==> src/rtl/sio8_pkg.sv <==
package sio8_pkg;

  localparam int MODE_W = 4;

  // Bit order is behaviour: bit0 clock source, bit1 pin assign,
  // bit2 rate select, bit3 spare storage.
  typedef struct packed {
    logic spare;
    logic div_fast;
    logic pins_on;
    logic int_clk;
  } sio_mode_t;

  // Instruction-cycle enables per half period of the internal clock.
  function automatic int unsigned half_ticks(input logic fast,
                                             input int unsigned div_slow,
                                             input int unsigned div_quick);
    return fast ? (div_quick / 2) : (div_slow / 2);
  endfunction

  // Enables consumed by a whole transfer of nbits.
  function automatic int unsigned xfer_ticks(input logic fast,
                                             input int unsigned div_slow,
                                             input int unsigned div_quick,
                                             input int unsigned nbits);
    return 2 * nbits * half_ticks(fast, div_slow, div_quick);
  endfunction

endpackage

==> src/rtl/sio8_mode_reg.sv <==
module sio8_mode_reg
  import sio8_pkg::*;
(
  input  logic              clk,
  input  logic              rst_n,
  input  logic              wr_en,
  input  logic [MODE_W-1:0] wr_data,
  output sio_mode_t         mode
);

  always_ff @(posedge clk) begin
    if (!rst_n) begin
      mode <= '0;
    end else if (wr_en) begin
      mode <= sio_mode_t'(wr_data);
    end
  end

endmodule

==> src/rtl/sio8_sync.sv <==
module sio8_sync #(
  parameter int          WIDTH   = 2,
  parameter int          STAGES  = 2,
  parameter logic [WIDTH-1:0] RST_VAL = '1
) (
  input  logic             clk,
  input  logic             rst_n,
  input  logic [WIDTH-1:0] d,
  output logic [WIDTH-1:0] q
);

  logic [WIDTH-1:0] stg [STAGES];

  always_ff @(posedge clk) begin
    if (!rst_n) begin
      for (int s = 0; s < STAGES; s++) stg[s] <= RST_VAL;
    end else begin
      stg[0] <= d;
      for (int s = 1; s < STAGES; s++) stg[s] <= stg[s-1];
    end
  end

  assign q = stg[STAGES-1];

endmodule

==> src/rtl/sio8_clkgen.sv <==
module sio8_clkgen
  import sio8_pkg::*;
#(
  parameter int unsigned DIV_SLOW = 8,
  parameter int unsigned DIV_FAST = 4
) (
  input  logic clk,
  input  logic rst_n,
  input  logic run,
  input  logic tick,
  input  logic fast,
  output logic sck_q,
  output logic fall_ev,
  output logic rise_ev
);

  localparam int unsigned HALF_MAX = (DIV_SLOW > DIV_FAST) ? DIV_SLOW / 2 : DIV_FAST / 2;
  localparam int CW = (HALF_MAX > 1) ? $clog2(HALF_MAX) : 1;

  logic [CW-1:0] cnt;
  logic [CW-1:0] cnt_last;
  logic          wrap;

  assign cnt_last = CW'(half_ticks(fast, DIV_SLOW, DIV_FAST) - 1);
  assign wrap     = run && tick && (cnt == cnt_last);
  assign fall_ev  = wrap && sck_q;
  assign rise_ev  = wrap && !sck_q;

  always_ff @(posedge clk) begin
    if (!rst_n) begin
      cnt   <= '0;
      sck_q <= 1'b1;
    end else if (!run) begin
      cnt   <= '0;
      sck_q <= 1'b1;
    end else if (tick) begin
      if (wrap) begin
        cnt   <= '0;
        sck_q <= ~sck_q;
      end else begin
        cnt <= cnt + 1'b1;
      end
    end
  end

endmodule

==> src/rtl/sio8_shifter.sv <==
module sio8_shifter #(
  parameter int DATA_W = 8
) (
  input  logic              clk,
  input  logic              rst_n,
  input  logic              load_req,
  input  logic [DATA_W-1:0] load_word,
  input  logic              fall_ev,
  input  logic              rise_ev,
  input  logic              sin,
  output logic [DATA_W-1:0] sr_q,
  output logic              sdo_q,
  output logic              busy,
  output logic              done_flag,
  output logic              done_irq,
  output logic              load_ok,
  output logic              last_ev
);

  localparam int CW = (DATA_W > 2) ? $clog2(DATA_W) : 1;

  logic [CW-1:0] bit_cnt;

  function automatic logic [DATA_W-1:0] shift_in(input logic [DATA_W-1:0] w, input logic b);
    return {b, w[DATA_W-1:1]};
  endfunction

  assign load_ok = load_req && !busy;
  assign last_ev = busy && rise_ev && (bit_cnt == CW'(DATA_W - 1));

  always_ff @(posedge clk) begin
    if (!rst_n) begin
      sr_q      <= '0;
      sdo_q     <= 1'b1;
      busy      <= 1'b0;
      bit_cnt   <= '0;
      done_flag <= 1'b0;
      done_irq  <= 1'b0;
    end else begin
      done_irq <= 1'b0;
      if (load_ok) begin
        sr_q      <= load_word;
        busy      <= 1'b1;
        bit_cnt   <= '0;
        done_flag <= 1'b0;
      end else if (busy) begin
        if (fall_ev) sdo_q <= sr_q[0];
        if (rise_ev) begin
          sr_q    <= shift_in(sr_q, sin);
          bit_cnt <= bit_cnt + 1'b1;
        end
        if (last_ev) begin
          busy      <= 1'b0;
          done_flag <= 1'b1;
          done_irq  <= 1'b1;
        end
      end
    end
  end

endmodule

==> src/rtl/sio8_xcvr.sv <==
module sio8_xcvr
  import sio8_pkg::*;
#(
  parameter int          NIB_W       = 4,
  parameter int unsigned DIV_SLOW    = 8,
  parameter int unsigned DIV_FAST    = 4,
  parameter int          SYNC_STAGES = 2
) (
  input  logic              clk,
  input  logic              rst_n,
  input  logic              icyc_en,
  input  logic              mode_we,
  input  logic [MODE_W-1:0] mode_wdata,
  output logic [MODE_W-1:0] mode_q,
  input  logic              load_en,
  input  logic [NIB_W-1:0]  hi_nib,
  input  logic [NIB_W-1:0]  lo_nib,
  output logic [NIB_W-1:0]  sr_hi,
  output logic [NIB_W-1:0]  sr_lo,
  input  logic [2:0]        pad_in,
  output logic [2:0]        port_rd,
  output logic              sck_out,
  output logic              sck_oe,
  output logic              sdo_out,
  output logic              sdo_oe,
  output logic              done_flag,
  output logic              done_irq
);

  localparam int DATA_W  = 2 * NIB_W;
  localparam int PAD_SCK = 0;
  localparam int PAD_SI  = 2;

  sio_mode_t mode;

  // named internal events for the checker
  logic xfer_busy;
  logic load_accept;
  logic last_shift;

  logic              int_sck, int_fall, int_rise;
  logic [1:0]        pin_s;
  logic              sck_s, si_s, sck_prev;
  logic              ext_fall, ext_rise, ext_path;
  logic              fall_ev, rise_ev, sin_eff;
  logic [DATA_W-1:0] sr_q;
  logic              sdo_q;

  sio8_mode_reg u_mode (
    .clk     (clk),
    .rst_n   (rst_n),
    .wr_en   (mode_we),
    .wr_data (mode_wdata),
    .mode    (mode)
  );

  sio8_sync #(.WIDTH(2), .STAGES(SYNC_STAGES), .RST_VAL(2'b11)) u_sync (
    .clk   (clk),
    .rst_n (rst_n),
    .d     ({pad_in[PAD_SI], pad_in[PAD_SCK]}),
    .q     (pin_s)
  );

  assign sck_s = pin_s[0];
  assign si_s  = pin_s[1];

  always_ff @(posedge clk) begin
    if (!rst_n) sck_prev <= 1'b1;
    else        sck_prev <= sck_s;
  end

  assign ext_path = mode.pins_on && !mode.int_clk;
  assign ext_fall = ext_path && sck_prev && !sck_s;
  assign ext_rise = ext_path && !sck_prev && sck_s;

  sio8_clkgen #(.DIV_SLOW(DIV_SLOW), .DIV_FAST(DIV_FAST)) u_clkgen (
    .clk     (clk),
    .rst_n   (rst_n),
    .run     (xfer_busy && mode.int_clk),
    .tick    (icyc_en),
    .fast    (mode.div_fast),
    .sck_q   (int_sck),
    .fall_ev (int_fall),
    .rise_ev (int_rise)
  );

  assign fall_ev = mode.int_clk ? int_fall : ext_fall;
  assign rise_ev = mode.int_clk ? int_rise : ext_rise;
  assign sin_eff = mode.pins_on ? si_s : 1'b1;

  sio8_shifter #(.DATA_W(DATA_W)) u_shift (
    .clk       (clk),
    .rst_n     (rst_n),
    .load_req  (load_en),
    .load_word ({hi_nib, lo_nib}),
    .fall_ev   (fall_ev),
    .rise_ev   (rise_ev),
    .sin       (sin_eff),
    .sr_q      (sr_q),
    .sdo_q     (sdo_q),
    .busy      (xfer_busy),
    .done_flag (done_flag),
    .done_irq  (done_irq),
    .load_ok   (load_accept),
    .last_ev   (last_shift)
  );

  assign mode_q  = mode;
  assign sr_hi   = sr_q[DATA_W-1 -: NIB_W];
  assign sr_lo   = sr_q[NIB_W-1:0];
  assign port_rd = pad_in;
  assign sck_oe  = mode.pins_on && mode.int_clk;
  assign sck_out = sck_oe ? int_sck : 1'b1;
  assign sdo_oe  = mode.pins_on;
  assign sdo_out = sdo_q;

endmodule

==> config.mk <==
export PLATFORM = sky130hd
export DESIGN_NAME = sio8_xcvr
export DESIGN_NICKNAME = d
export VERILOG_FILES = /design/src/rtl/sio8_pkg.sv /design/src/rtl/sio8_mode_reg.sv /design/src/rtl/sio8_sync.sv /design/src/rtl/sio8_clkgen.sv /design/src/rtl/sio8_shifter.sv /design/src/rtl/sio8_xcvr.sv
export SDC_FILE = /design/constraint.sdc
export NUM_CORES = 1
export LEC_CHECK = 0
export BUFFER_PORTS_ARGS = -buffer_cell sky130_fd_sc_hd__buf_4
export CAP_MARGIN = 5
export CORE_MARGIN = 8
export CORE_UTILIZATION = 52
export CTS_CLUSTER_DIAMETER = 80
export DETAILED_ROUTE_END_ITERATION = 6
export HOLD_SLACK_MARGIN = 0.1
export PLACE_DENSITY = 0.85
export SLEW_MARGIN = 20
export SYNTH_ARGS = -nofsm -noshare
export SYNTH_HDL_FRONTEND = slang
export SYNTH_HIERARCHICAL = 1
export SYNTH_SLANG_ARGS = --single-unit
==> constraint.sdc <==
create_clock -name clk -period 3.2 [get_ports clk]
set_input_delay 0.32 -clock clk [delete_from_list [all_inputs] [get_ports clk]]
set_output_delay 0.32 -clock clk [all_outputs]
set_load 0.005 [all_outputs]
* Word-level counts from Yosys, hierarchy flattened
Memories as Yosys holds them, arrays and structs flattened.
Cells that the tools add are included.
** Operators by class
- $add $sub $neg :: 3
- Eq/ne operators :: 2
- Multiplexer cells :: 17
- Bitwise gates (word level) :: 6
- Reduce and logical (&&, ||, !) cells :: 29
** Operators with widths (count)
- $mux 8 :: 3
- $logic_and 1x1->1 :: 14
- $mux 1 :: 10
- $reduce_and 2->1 :: 5
- $mux 2 :: 4
- $logic_not 1->1 :: 5
- $not 1->1 :: 4
- $reduce_bool 2->1 :: 2
- $add 3x1->3 const B :: 1
- $eq 3x3->1 const B :: 1
- $reduce_and 3->1 :: 1
- $reduce_or 3->1 :: 1
- $add 2x1->2 const B :: 1
- $eq 2x2->1 :: 1
- $or 1x1->1 :: 2
- $reduce_or 2->1 :: 1
- $sub 2x1->2 const B :: 1
** Word-level totals
- Flip-flop bits (word level) :: 23
- RAM bits :: 4
- Input port bits :: 20
- Output and inout bits :: 21
- Word-level logic and storage cells :: 71
- Memories :: 1
** Memory list
- u_sync.stg :: words 2, bits a word 2, rd ports 2, clocked after memory_dff 0, write ports 2, line sio8_sync.sv:12 : logic [WIDTH-1:0] stg [STAGES];

* Longest topological paths before layout
Gate-level depths: netlist of the first run.
- Word-level depth :: 11
- Gate-level depth with buffers :: 7
- Depth with buffers taken out :: 7

* Cells and area by module
The synthesis of the first run kept the hierarchy.
** By module, submodules not included
- sio8_shifter :: instances 1, cells each 74, area each 630.6 um^2, seq. area each 300.3 um^2
- sio8_mode_reg :: instances 1, cells each 13, area each 156.4 um^2, seq. area each 80.1 um^2
- sio8_clkgen :: instances 1, cells each 16, area each 145.1 um^2, seq. area each 60.1 um^2
- sio8_sync :: instances 1, cells each 10, area each 120.1 um^2, seq. area each 80.1 um^2
- sio8_xcvr :: instances 1, cells each 15, area each 113.9 um^2, seq. area each 20.0 um^2

* Least setup slack after synthesis of the first run
No wires, ideal clock.
- Kind :: register to register
- From :: register, netlist name u_mode/mode[0]
- To :: register u_shift.bit_cnt[0]
- Setup time :: 115 ps
- Arrival :: 1406 ps
- Required time :: 3085 ps
- Path slack :: 1678 ps
- Cell stages (with the launch flop) :: 8
- Period minus slack after synthesis :: 1522 ps
- Cells stage by stage :: dfxtp_1 -> and2_2 -> nor4b_1 -> a32o_1 -> and2_1 -> clkbuf_8 -> xnor2_1 -> nor2_1
** Between the ends
- Cells in the longest elaborated chain, start to end :: 6
** RTL lines
- $logic_and 1x1->1 :: line sio8_xcvr.sv:79 : .run (xfer_busy && mode.int_clk),
- $logic_and 1x1->1 (2 in series) :: line sio8_clkgen.sv:25 : assign wrap = run && tick && (cnt == cnt_last);
- $logic_and 1x1->1 :: line sio8_clkgen.sv:27 : assign rise_ev = wrap && !sck_q;
- named net int_rise :: line sio8_xcvr.sv:41 : logic int_sck, int_fall, int_rise;
- $mux 1 :: line sio8_xcvr.sv:88 : assign rise_ev = mode.int_clk ? int_rise : ext_rise;
- named net rise_ev :: line sio8_xcvr.sv:45 : logic fall_ev, rise_ev, sin_eff;
- $reduce_and 2->1 (no line)
- to (signal assigned) :: line sio8_shifter.sv:50 : bit_cnt <= bit_cnt + 1'b1;
- to (decl) :: line sio8_shifter.sv:22 : logic [CW-1:0] bit_cnt;
The timed path passes the listed nets, and every way through them passes these cells.
A chain may end at the register's enable or synchronous reset.

* Final worst setup path of the first run
- From :: register u_shift.busy
- To :: register u_shift.sr_q[6]
** Between the ends
- Cells in the longest elaborated chain, start to end :: 7
** RTL lines
- from (decl) :: line sio8_shifter.sv:13 : output logic busy,
- from (signal assigned) :: line sio8_shifter.sv:35 : busy <= 1'b0;
- from (signal assigned) :: line sio8_shifter.sv:43 : busy <= 1'b1;
- from (signal assigned) :: line sio8_shifter.sv:53 : busy <= 1'b0;
- $logic_and 1x1->1 :: line sio8_xcvr.sv:79
- $logic_and 1x1->1 (2 in series) :: line sio8_clkgen.sv:25
- $logic_and 1x1->1 :: line sio8_clkgen.sv:27
- named net int_rise :: line sio8_xcvr.sv:41
- $mux 1 :: line sio8_xcvr.sv:88
- named net rise_ev :: line sio8_xcvr.sv:45
- $reduce_bool 2->1 (no line)
- $reduce_and 2->1 (no line)
- to (signal assigned) :: line sio8_shifter.sv:42 : sr_q <= load_word;
- to (signal assigned) :: line sio8_shifter.sv:49 : sr_q <= shift_in(sr_q, sin);
- to (decl) :: line sio8_shifter.sv:11 : output logic [DATA_W-1:0] sr_q,
The timed path passes the listed nets, and every way through them passes these cells.

==> summary.md, run 1 <==
| Metric | Value |
|---|---|
| Syn nets | `150` |
| Fin. max-slew vios | `0` |
| Sequential share of the synthesized area | `46.35%` |
| Post-DP HPWL | `1.950 mm` |
| GR Util All Layers | `13.02%` |
| Instance count of the mapped netlist | `128` |
| Peak VDD IR | `0.2753 mV` |
| Met2 usage | `24.33%` |
| Most frequent cells in the layout | `buf_4 (38), dfxtp_1 (27), nand2_1 (23)` |
| R2r endpoint | `u_shift/sr_q[6]` |
| Hold Path End | `u_sync/stg[0][0]` |
| Power Total | `574.0 uW` |
| Syn_area_per_cell | `9.110 sq um` |
| Crit Path Max Fanout | `10` |
| Worst skew pair latency | `0.31 ns` |
| Arrival @ worst endpoint | `2.11 ns` |
| RSZ-0062 raised after global routing | `false` |
| Clock Tree Root | `clkbuf_4` |
| Outcome | `complete, no violations` |
| Maximum Capacitance Violations | `0` |
| Reg2reg start | `u_shift/busy` |
| DRC violations left | `0` |
| Layout cells sized above 1 | `29.56%` |
| # rows | `17` |
| H-Tree Depth | `1` |
| PwrDens | `403.8 nW/um^2` |
| Core area | `2170 sq um` |
| DRT Wirelength | `2.554 mm` |
| Setup_tns | `0 ns` |
| Vias in the first global route | `1032` |
| Synth unique cells | `29` |
| Worst slew pin tran | `0.4070 ns` |
| Clock skew | `0.006246 ns` |
| Worst hold path startpoint | `pad_in[0]` |
| Met1 GRT Util | `12.86%` |
| Buffers on Ports | `38` |
| Drt wl/cell | `13.66 um` |
| CTS tree | `built` |
| Cell taking the most area after synthesis | `dfxtp_1` |
| Most crowded layer after global routing | `met2` |
| Number of I/O pins | `41` |
| Dpl cells | `183` |
| Initial antenna violation count | `0` |
| CTS Hold Bufs | `0` |
| Critical path required time | `3.44 ns` |
| Startpoint types | `register` |
| NumNets Final | `182` |
| DIE HEIGHT | `63.36 um` |
| First-pass GRT wire length | `4.422 mm` |
| Cells on worst reg2reg path | `6` |
| Hold Fails Final Rpt | `0` |
| Number of CTS-inserted buffers | `3` |
| Area share of the largest cell type after synthesis | `46.35%` |
| Die area | `4014 sq um` |
| CTS sink cnt | `27` |
| DR pass1 iterations | `4` |
| Commonest non-fill, non-tap cell in the layout | `buf_4` |
| Placer Congestion | `0.7874` |
| Fillcell total | `196` |
| Total gr overflow | `0` |
| P&R area growth vs syn | `21.89%` |
| Bufs on Longest Clock Path | `2` |
| Via density | `5.102` |
| Clock transition at path regs | `0.14 ns` |
| Crit share post-route | `58.50%` |
| CP Capture Type | `register` |
| Setup CP Type | `register to register` |
| HP Class | `input port to register` |
| Register bit total from synthesis | `27` |
| Final ANT Viol Nets | `0` |
| Slew headroom | `72.87%` |
| Post-cts sizing count | `0` |
| Vias | `954` |
| Final setup fails | `0` |
| Antenna cells | `0` |
| Lkg Pwr | `0.6146 nW` |
| Met3 usage | `4.064%` |
| Netlist Area Pre-Place | `1166 sq um` |
| Reg-to-reg slack, setup | `1.33 ns` |
| Synthesis warning total | `6` |
| Fmax | `534.2 MHz` |
| Pin count of the biggest net entering global routing | `24` |
| Min cycle time layout | `1.872 ns` |
| Starting DRT DRC Count | `34` |
| Die X | `63.36 um` |
| Ranking of synthesized cells by area | `dfxtp_1 (46%), nand2_1 (7.4%), buf_4 (4.5%)` |
| Post-CTS Repair Setup Buffers | `0` |
| Post-Layout Cell Count | `187` |
| Hold Path Cell Cnt | `2` |
| Initial Util | `53.75%` |
-- registers in the layout (all words and copies together) (netlist names) --
register and cells:
u_shift/busy 1, u_shift/sdo_q 1, u_mode/mode 4, u_shift/sr_q 8, u_shift/bit_cnt 3, u_shift/done_irq 1, u_clkgen/sck_q 1, u_sync/stg 4
sck_prev 1, u_clkgen/cnt 2, u_shift/done_flag 1
-- cells by family (layout without fill, tap and decap cells) --
family / count (synthesis) / in the layout / synth area share, %
muxes: 5 / 5 / 4.292
and+or+nand+nor: 57 / 57 / 25.32
AOI/OAI and AO/OA: 22 / 22 / 11.37
DFF: 27 / 27 / 46.35
xor gates and xnor gates: 3 / 3 / 2.254
buffers and inverters: 12 / 43 / 8.261
adders and majority gates: 2 / 2 / 2.146
-- report_power, final --
part / internal, mW / total [mW] / switching [mW] / leakage (nW)
Clock: 0.0466 / 0.138 / 0.0919 / 0.0177
Combinational: 0.0433 / 0.0730 / 0.0297 / 0.375
Sequential: 0.350 / 0.362 / 0.0123 / 0.221
-- how the worst max path moves through the flow --
stage | start | endpoint | slack, ns | cells past startpoint
after global placement | u_shift/busy | u_shift/bit_cnt[0] | 1.49 | 6
final | u_shift/busy | u_shift/sr_q[6] | 1.33 | 6
after global routing | u_shift/busy | u_shift/sr_q[3] | 1.19 | 6
after detailed placement | u_shift/busy | u_shift/sr_q[6] | 1.40 | 6
after floorplan | u_mode/mode[0] | u_shift/bit_cnt[0] | 1.68 | 7
after CTS | u_shift/busy | u_shift/sr_q[6] | 1.36 | 6
-- area by class of cell --
type	count	area [sq um]	share of cell area (%)
Clock buffer	3	22.52	1.585
Inverter	1	3.754	0.2641
Tap cell	28	35.03	2.465
Timing Repair Buffer	38	285.3	20.07
Clock inverter	1	5.005	0.3521
Sequential cell	27	540.5	38.03
Multi-Input combinational cell	89	529.3	37.24
-- metrics by stage --
step / hold WS [ns] / cell area (sq um) / setup slack, ns / util (%)
floorplan: 0.3863 / 1166 / 1.678 / -
global placement: 0.3893 / 1394 / 1.494 / 64.24
detailed placement: 0.3980 / 1394 / 1.399 / 64.24
CTS: 0.1882 / 1421 / 1.360 / 65.51
global route: 0.1821 / 1421 / 1.188 / 65.51
finish: 0.1967 / 1421 / 1.328 / 65.51
-- cell usage after synthesis (all sizes together) --
cell type  number
a21boi          2
a21oi           2
a22oi           2
a31oi           6
a32o            1
and2            4
and3            1
and4bb          1
buf             9
clkbuf          2
dfxtp          27
ha              2
inv             1
mux2i           5
nand2          23
nand2b          8
nand3           4
nand3b          1
nand4           1
nor2            8
nor2b           4
nor4b           1
o21ai           9
or3             1
xnor2           3
-- routing by layer --
| layer | up-vias | routed length (um) |
|---|---|---|
| met5 | - | 0 |
| met4 | 0 | 18 |
| met3 | 2 | 95 |
| met2 | 14 | 1427 |
| met1 | 450 | 1013 |
| li1 | 488 | - |
-- critical path, stage by stage, from the launching register on --
cell and delay (ns):
dfxtp_1 0.49, and2_2 0.22, nor4b_1 0.22, a32o_1 0.19, and2_1 0.39, nand2_1 0.11
a31oi_1 0.19
No activity file was read; power rests on OpenSTA's default activity.
==> inputs of run 2 (changes only) <==
- CORE_UTILIZATION: 52 -> 48
- PLACE_DENSITY: 0.85 -> 0.79
- clock period: 3.2 -> 1.95 ns (I/O delays scaled with it)
==> run 2 against run 1 <==
Against the previous run:
- hold slack got worse by 0.066 ns
- sequential power increased by 64%
- power increased by 66%
- clock skew decreased by 0.0011 ns
- setup slack got worse by 1.1 ns
- sequential cell count unchanged
- sequential share of layout area decreased by 0.54 points
- critical endpoint is now u_shift/sr_q[7]
==> summary.md, run 2 (synthesis gave the netlist of run 1 again) <==
| Metric | Value |
|---|---|
| Outcome | `complete, no violations` |
| Fmax | `571.9 MHz (+7.1%)` |
| Layout cells sized above 1 | `29.81% (+0.25 points)` |
| PwrDens | `659.5 nW/um^2 (+63%)` |
| Largest registers | `u_shift/sr_q (8), u_mode/mode (4), u_sync/stg (4)` |
| Pin count of the biggest net entering global routing | `24 (unchanged)` |
| WP buf/inv | `0 (unchanged)` |
| DRC violations left | `0 (unchanged)` |
| Most frequent cells in the layout | `buf_4 (38), dfxtp_1 (26), nand2_1 (23)` |
| P&R area growth vs syn | `23.93%` |
| DIE HEIGHT | `65.29 um (+3.1%)` |
| HP Class | `input port to register` |
| Startpoint types | `register` |
| Drt wl/cell | `13.27 um (-2.9%)` |
| Largest Register | `u_shift/sr_q` |
| Critical path required time | `2.15 ns (-1.29 ns)` |
| Arrival @ worst endpoint | `1.95 ns (-0.16 ns)` |
| Crit Path Max Fanout | `11 (+1)` |
| Hold Path Cell Cnt | `3 (+1)` |
| Vias in the first global route | `1025 (-0.68%)` |
| Initial antenna violation count | `0 (unchanged)` |
| Setup CP Type | `register to register` |
| CP Capture Type | `register` |
| Worst skew pair latency | `0.32 ns (about the same)` |
| Commonest non-fill, non-tap cell in the layout | `buf_4` |
| Clock skew | `0.005100 ns (-0.001146 ns)` |
| Core area | `2387 sq um (+10%)` |
| Number of I/O pins | `41 (unchanged)` |
| First-pass GRT wire length | `4.250 mm (-3.9%)` |
| Worst path max stage delay | `0.45 ns (-0.04 ns)` |
| Clock transition at path regs | `0.14 ns (about the same)` |
| Starting DRT DRC Count | `57 (+68%)` |
| Final ANT Viol Nets | `0 (unchanged)` |
| CTS sink cnt | `27 (unchanged)` |
| Lkg Pwr | `0.6212 nW (+1.1%)` |
| WHS | `0.1308 ns (-0.06591 ns)` |
| Cells along the critical path | `and2_2 > nor4b_1 > a32o_1 > nand2_1 > o21ai_0 > a31oi_1` |
| Delay-heaviest family, CP | `simple AND/OR/NAND/NOR gates` |
| Post-CTS Repair Setup Buffers | `0 (unchanged)` |
| Max FFs per register | `8 (unchanged)` |
| Min cycle time layout | `1.748 ns (-0.1235 ns)` |
| Die X | `65.29 um (+3.1%)` |
| Most crowded layer after global routing | `met2` |
| Bufs on Longest Clock Path | `2 (unchanged)` |
| Initial Util | `48.85% (-4.9 points)` |
| Worst slew pin tran | `0.3363 ns (-0.07070 ns)` |
| DR pass1 iterations | `4 (unchanged)` |
| Post-DP HPWL | `1.894 mm (-2.9%)` |
| Met3 usage | `2.551% (-1.5 points)` |
| Final setup fails | `0 (unchanged)` |
| Hold Fails Final Rpt | `0 (unchanged)` |
| Placer Congestion | `0.7507 (-4.7%)` |
| Die area | `4263 sq um (+6.2%)` |
| Antenna cells | `0 (unchanged)` |
| Crit share post-route | `89.66% (+31 points)` |
| Worst path depth | `6 (unchanged)` |
| RSZ-0062 raised after global routing | `false` |
| Buffers on Ports | `38 (unchanged)` |
| Met1 GRT Util | `12.00% (-0.86 points)` |
| Via density | `5.126 (+0.47%)` |
| Number of CTS-inserted buffers | `3 (unchanged)` |
| Peak VDD IR | `0.5731 mV (+110%)` |
| Fin util | `60.53% (-5.0 points)` |
| H-Tree Depth | `1 (unchanged)` |
| Crit-path slowest cell | `dfxtp_1` |
| Vias | `979 (+2.6%)` |
| Cells on worst reg2reg path | `6 (unchanged)` |
| DRT Wirelength | `2.534 mm (-0.78%)` |
| Total gr overflow | `0 (unchanged)` |
| Met2 usage | `22.39% (-1.9 points)` |
| # rows | `18 (+1)` |
| CTS tree | `built` |
| Maximum Capacitance Violations | `0 (unchanged)` |
| Slew headroom | `77.53% (+4.7 points)` |
| GR Util All Layers | `12.15% (-0.87 points)` |
| Clock Tree Root | `clkbuf_4` |
| NumNets Final | `184 (+1.1%)` |
| Fin. max-slew vios | `0 (unchanged)` |
| Setup_tns | `0 ns (unchanged)` |
-- run 2: final cells by class --
type	instances	area (sq um)
Multi-Input combinational cell	89	530.5
Timing Repair Buffer	40	305.3
Sequential cell	27	541.8
Inverter	1	3.754
Fill cell	242	942.2
Clock buffer	4	26.28
Tap cell	30	37.54
-- run 2: final timing paths --
kind	start	endpoint	slack (ns)
min	icyc_en	u_clkgen/cnt[0]	0.13
min reg2reg	u_sync/stg[0][1]	u_sync/stg[0][3]	0.43
max reg2reg	u_mode/mode[0]	u_shift/sr_q[7]	0.20
max	u_mode/mode[0]	u_shift/sr_q[7]	0.20
-- run 2: power breakdown --
group / switching [mW] / internal (mW)
Combinational: 0.0491 / 0.0736
Clock: 0.156 / 0.0800
Sequential: 0.0194 / 0.575
-- run 2: what timing repair did --
item	4_1_cts	5_1_grt
gates resized for setup	0	2
hold endpoints to repair	2	0
setup endpoints to repair	0	11
hold buffers	2	0
-- run 2: metal layers --
layer  vias up  part of all wire, %
met5         -                    0
met4         0                  1.7
met3         4                  3.8
met2        17                   56
met1       463                   39
li1        495                    -
-- run 2: metrics by stage --
stage / instance area [sq um] / power [mW] / setup WS [ns] / cells
global placement: 1396 / 0.7225 / 0.2336 / 185
floorplan: 1166 / 0.6646 / 0.4282 / 128
finish: 1445 / 0.9530 / 0.2016 / 191
detailed placement: 1396 / 0.7267 / 0.1524 / 185
global route: 1445 / 1.006 / 0.009494 / 191
CTS: 1443 / 0.9674 / 0.1133 / 191
-- run 2: worst min-delay path, delay by kind of cell --
| kind | cells | cell delay (ns) |
|---|---|---|
| buf+inv | 1 | 0.09 |
| simple gates | 1 | 0.07 |
| xor+xnor | 1 | 0.06 |
==> inputs of run 3 (changes only) <==
- clock period: 1.95 -> 1.7 ns (I/O delays scaled with it)
==> run 3 against run 2 <==
Against the previous run:
- register-to-register slack got worse by 0.03 ns
- clock-buffer cell count unchanged
- clock power increased by 15%
- die area unchanged
- final cell count increased by 2.6%
- combinational power increased by 27%
- critical endpoint is now u_shift/sr_q[5]
- largest power group unchanged
==> summary.md, run 3 (synthesis gave the netlist of run 1 again) <==
| Metric | Value |
|---|---|
| Outcome | `complete, no violations` |
| Hold Fails Final Rpt | `0 (unchanged)` |
| DR pass1 iterations | `4 (unchanged)` |
| DRC violations left | `0 (unchanged)` |
| DRT Wirelength | `2.550 mm (+0.63%)` |
| Starting DRT DRC Count | `33 (-42%)` |
| Cells along the critical path | `dlygate4sd3_1 > buf_4 > nand2_2 > nor4b_2 > a32o_2 > nand2_1 > buf_4 > nand2_1 > a31oi_1` |
| Clock power frac | `24.7% (about the same)` |
| Post-DP HPWL | `1.947 mm (+2.8%)` |
| Final Cell Area | `1504 sq um (+4.1%)` |
| Net Sw Power | `261.2 uW (+16%)` |
| Bufs on Longest Clock Path | `2 (unchanged)` |
| Largest Register | `u_shift/sr_q` |
| Final ANT Viol Nets | `0 (unchanged)` |
| Initial antenna violation count | `0 (unchanged)` |
| Peak VDD IR | `0.5447 mV (-4.9%)` |
| Post-CTS Repair Setup Buffers | `0 (unchanged)` |
| Commonest non-fill, non-tap cell in the layout | `buf_4` |
| Layout cells sized above 1 | `33.73% (+3.9 points)` |
| Critical path required time | `1.92 ns (-0.23 ns)` |
| PwrDens | `734.7 nW/um^2 (+11%)` |
| Clock skew | `0.003785 ns (-0.001315 ns)` |
| Gate power share | `14.1% (+1.2 points)` |
| Arrival @ worst endpoint | `1.76 ns (-0.19 ns)` |
| Setup_tns | `0 ns (unchanged)` |
| Worst path max stage delay | `0.53 ns (+0.08 ns)` |
| Switch share | `23.64% (+0.089 points)` |
| P&R area growth vs syn | `28.97%` |
| Vias | `980 (+0.10%)` |
| Clock transition at path regs | `0.14 ns (about the same)` |
| Startpoint types | `input port` |
| H-Tree Depth | `1 (unchanged)` |
| Dpl cell area | `1426 sq um (+2.2%)` |
| Slew headroom | `84.66% (+7.1 points)` |
| Fmax | `649.3 MHz` |
| Drt wl/cell | `13.01 um (-1.9%)` |
| Most frequent cells in the layout | `buf_4 (42), dfxtp_1 (26), nand2_1 (22)` |
| CP Capture Type | `register` |
| Die X | `65.29 um (unchanged)` |
| Antenna cells | `0 (unchanged)` |
| Crit-path slowest cell | `dlygate4sd3_1` |
| Number of CTS-inserted buffers | `3 (unchanged)` |
| Flop pwr share | `61.2% (-1.2 points)` |
| Lkg Pwr | `0.6548 nW (+5.4%)` |
| Met3 usage | `1.871% (-0.68 points)` |
| NumNets Final | `189 (+2.7%)` |
| WHS | `0.1146 ns (-0.01622 ns)` |
| RSZ-0062 raised after global routing | `false` |
| CTS sink cnt | `27 (unchanged)` |
| Final setup fails | `0 (unchanged)` |
| Total gr overflow | `0 (unchanged)` |
| Met2 usage | `21.65% (-0.74 points)` |
| Largest registers | `u_shift/sr_q (8), u_mode/mode (4), u_sync/stg (4)` |
| Power Total | `1.105 mW (+16%)` |
| # rows | `18 (unchanged)` |
| Setup CP Type | `input port to register` |
| Crit Path Max Fanout | `8 (-3)` |
| Max FFs per register | `8 (unchanged)` |
| CTS tree | `built` |
| Number of I/O pins | `41 (unchanged)` |
| Placer Congestion | `0.7533 (+0.35%)` |
| DIE HEIGHT | `65.29 um (unchanged)` |
| Core area | `2387 sq um (unchanged)` |
| Min cycle time layout | `1.540 ns` |
| Crit share post-route | `90.60%` |
| Clock Tree Root | `clkbuf_4` |
| Die area | `4263 sq um (unchanged)` |
| Fin. max-slew vios | `0 (unchanged)` |
| Delay-heaviest family, CP | `buffers and inverters` |
| Worst slew pin tran | `0.2277 ns (-0.1086 ns)` |
| Met1 GRT Util | `13.80% (+1.8 points)` |
| Buffers on Ports | `38 (unchanged)` |
| WP buf/inv | `3 (+3)` |
| GR Util All Layers | `12.46% (+0.32 points)` |
| HP Class | `input port to register` |
| Int Pwr | `843.8 uW (+16%)` |
| Vias in the first global route | `985 (-3.9%)` |
| Maximum Capacitance Violations | `0 (unchanged)` |
| Worst skew pair latency | `0.32 ns (about the same)` |
| Most crowded layer after global routing | `met2` |
| Initial Util | `48.85% (unchanged)` |
| Pin count of the biggest net entering global routing | `24 (unchanged)` |
| First-pass GRT wire length | `4.305 mm (+1.3%)` |
| Via density | `5.000 (-2.5%)` |
-- run 3: worst paths after layout --
path              slack, ns  cells after the start             start                to
setup reg to reg       0.17                      7      u_shift/busy   u_shift/sr_q[5]
setup / recovery       0.16                      9           icyc_en   u_shift/sr_q[5]
hold reg to reg        0.43                      1  u_sync/stg[0][0]  u_sync/stg[0][2]
hold / removal         0.11                      3     mode_wdata[1]    u_mode/mode[1]
-- run 3: routing by layer --
layer  wire [um]  up-vias
li1            -      501
met1        1048      454
met2        1346       19
met3          91        6
met4          65        0
met5           0        -
-- run 3: stage by stage --
step           utilization (%)  cells  setup slack [ns]
2_1_floorplan                -    128            0.1782
3_3_place_gp             59.75    189           0.06007
3_5_place_dp             59.75    189          -0.07470
4_1_cts                  62.16    196           0.02409
5_1_grt                  63.00    196         0.0008566
6_report                 63.00    196            0.1598
-- run 3: timing repair --
item                                   4_1_cts  5_1_grt
endpoints found under the hold margin        3        0
pin swaps                                    0        1
gates resized for setup                      1        6
hold buffers                                 3        0
setup endpoints to repair                   10       11
-- run 3: cell type report --
class,count,area [sq um]
fillers,223,883.3
multi-input cells,89,549.3
flip-flops and latches,27,541.8
repair buffers,45,345.3
well taps,30,37.54
clock buffers,4,26.28
inverters,1,3.754
-- run 3: power by group through the flow --
stage	Clock [mW]	Combinational, mW	Sequential, mW
2_1_floorplan	0	0.0697	0.693
3_3_place_gp	0	0.147	0.689
3_5_place_dp	0	0.150	0.690
4_1_cts	0.284	0.156	0.676
5_1_grt	0.308	0.172	0.681
6_report	0.272	0.156	0.677
-- run 3: worst register-to-register path, cell delays in order (launching register included) --
cell	delay (ns)
dfxtp_1	0.33
and2_2	0.20
nor4b_2	0.16
a32o_2	0.24
nand2_1	0.14
buf_4	0.18
nand2_1	0.06
a31oi_1	0.16
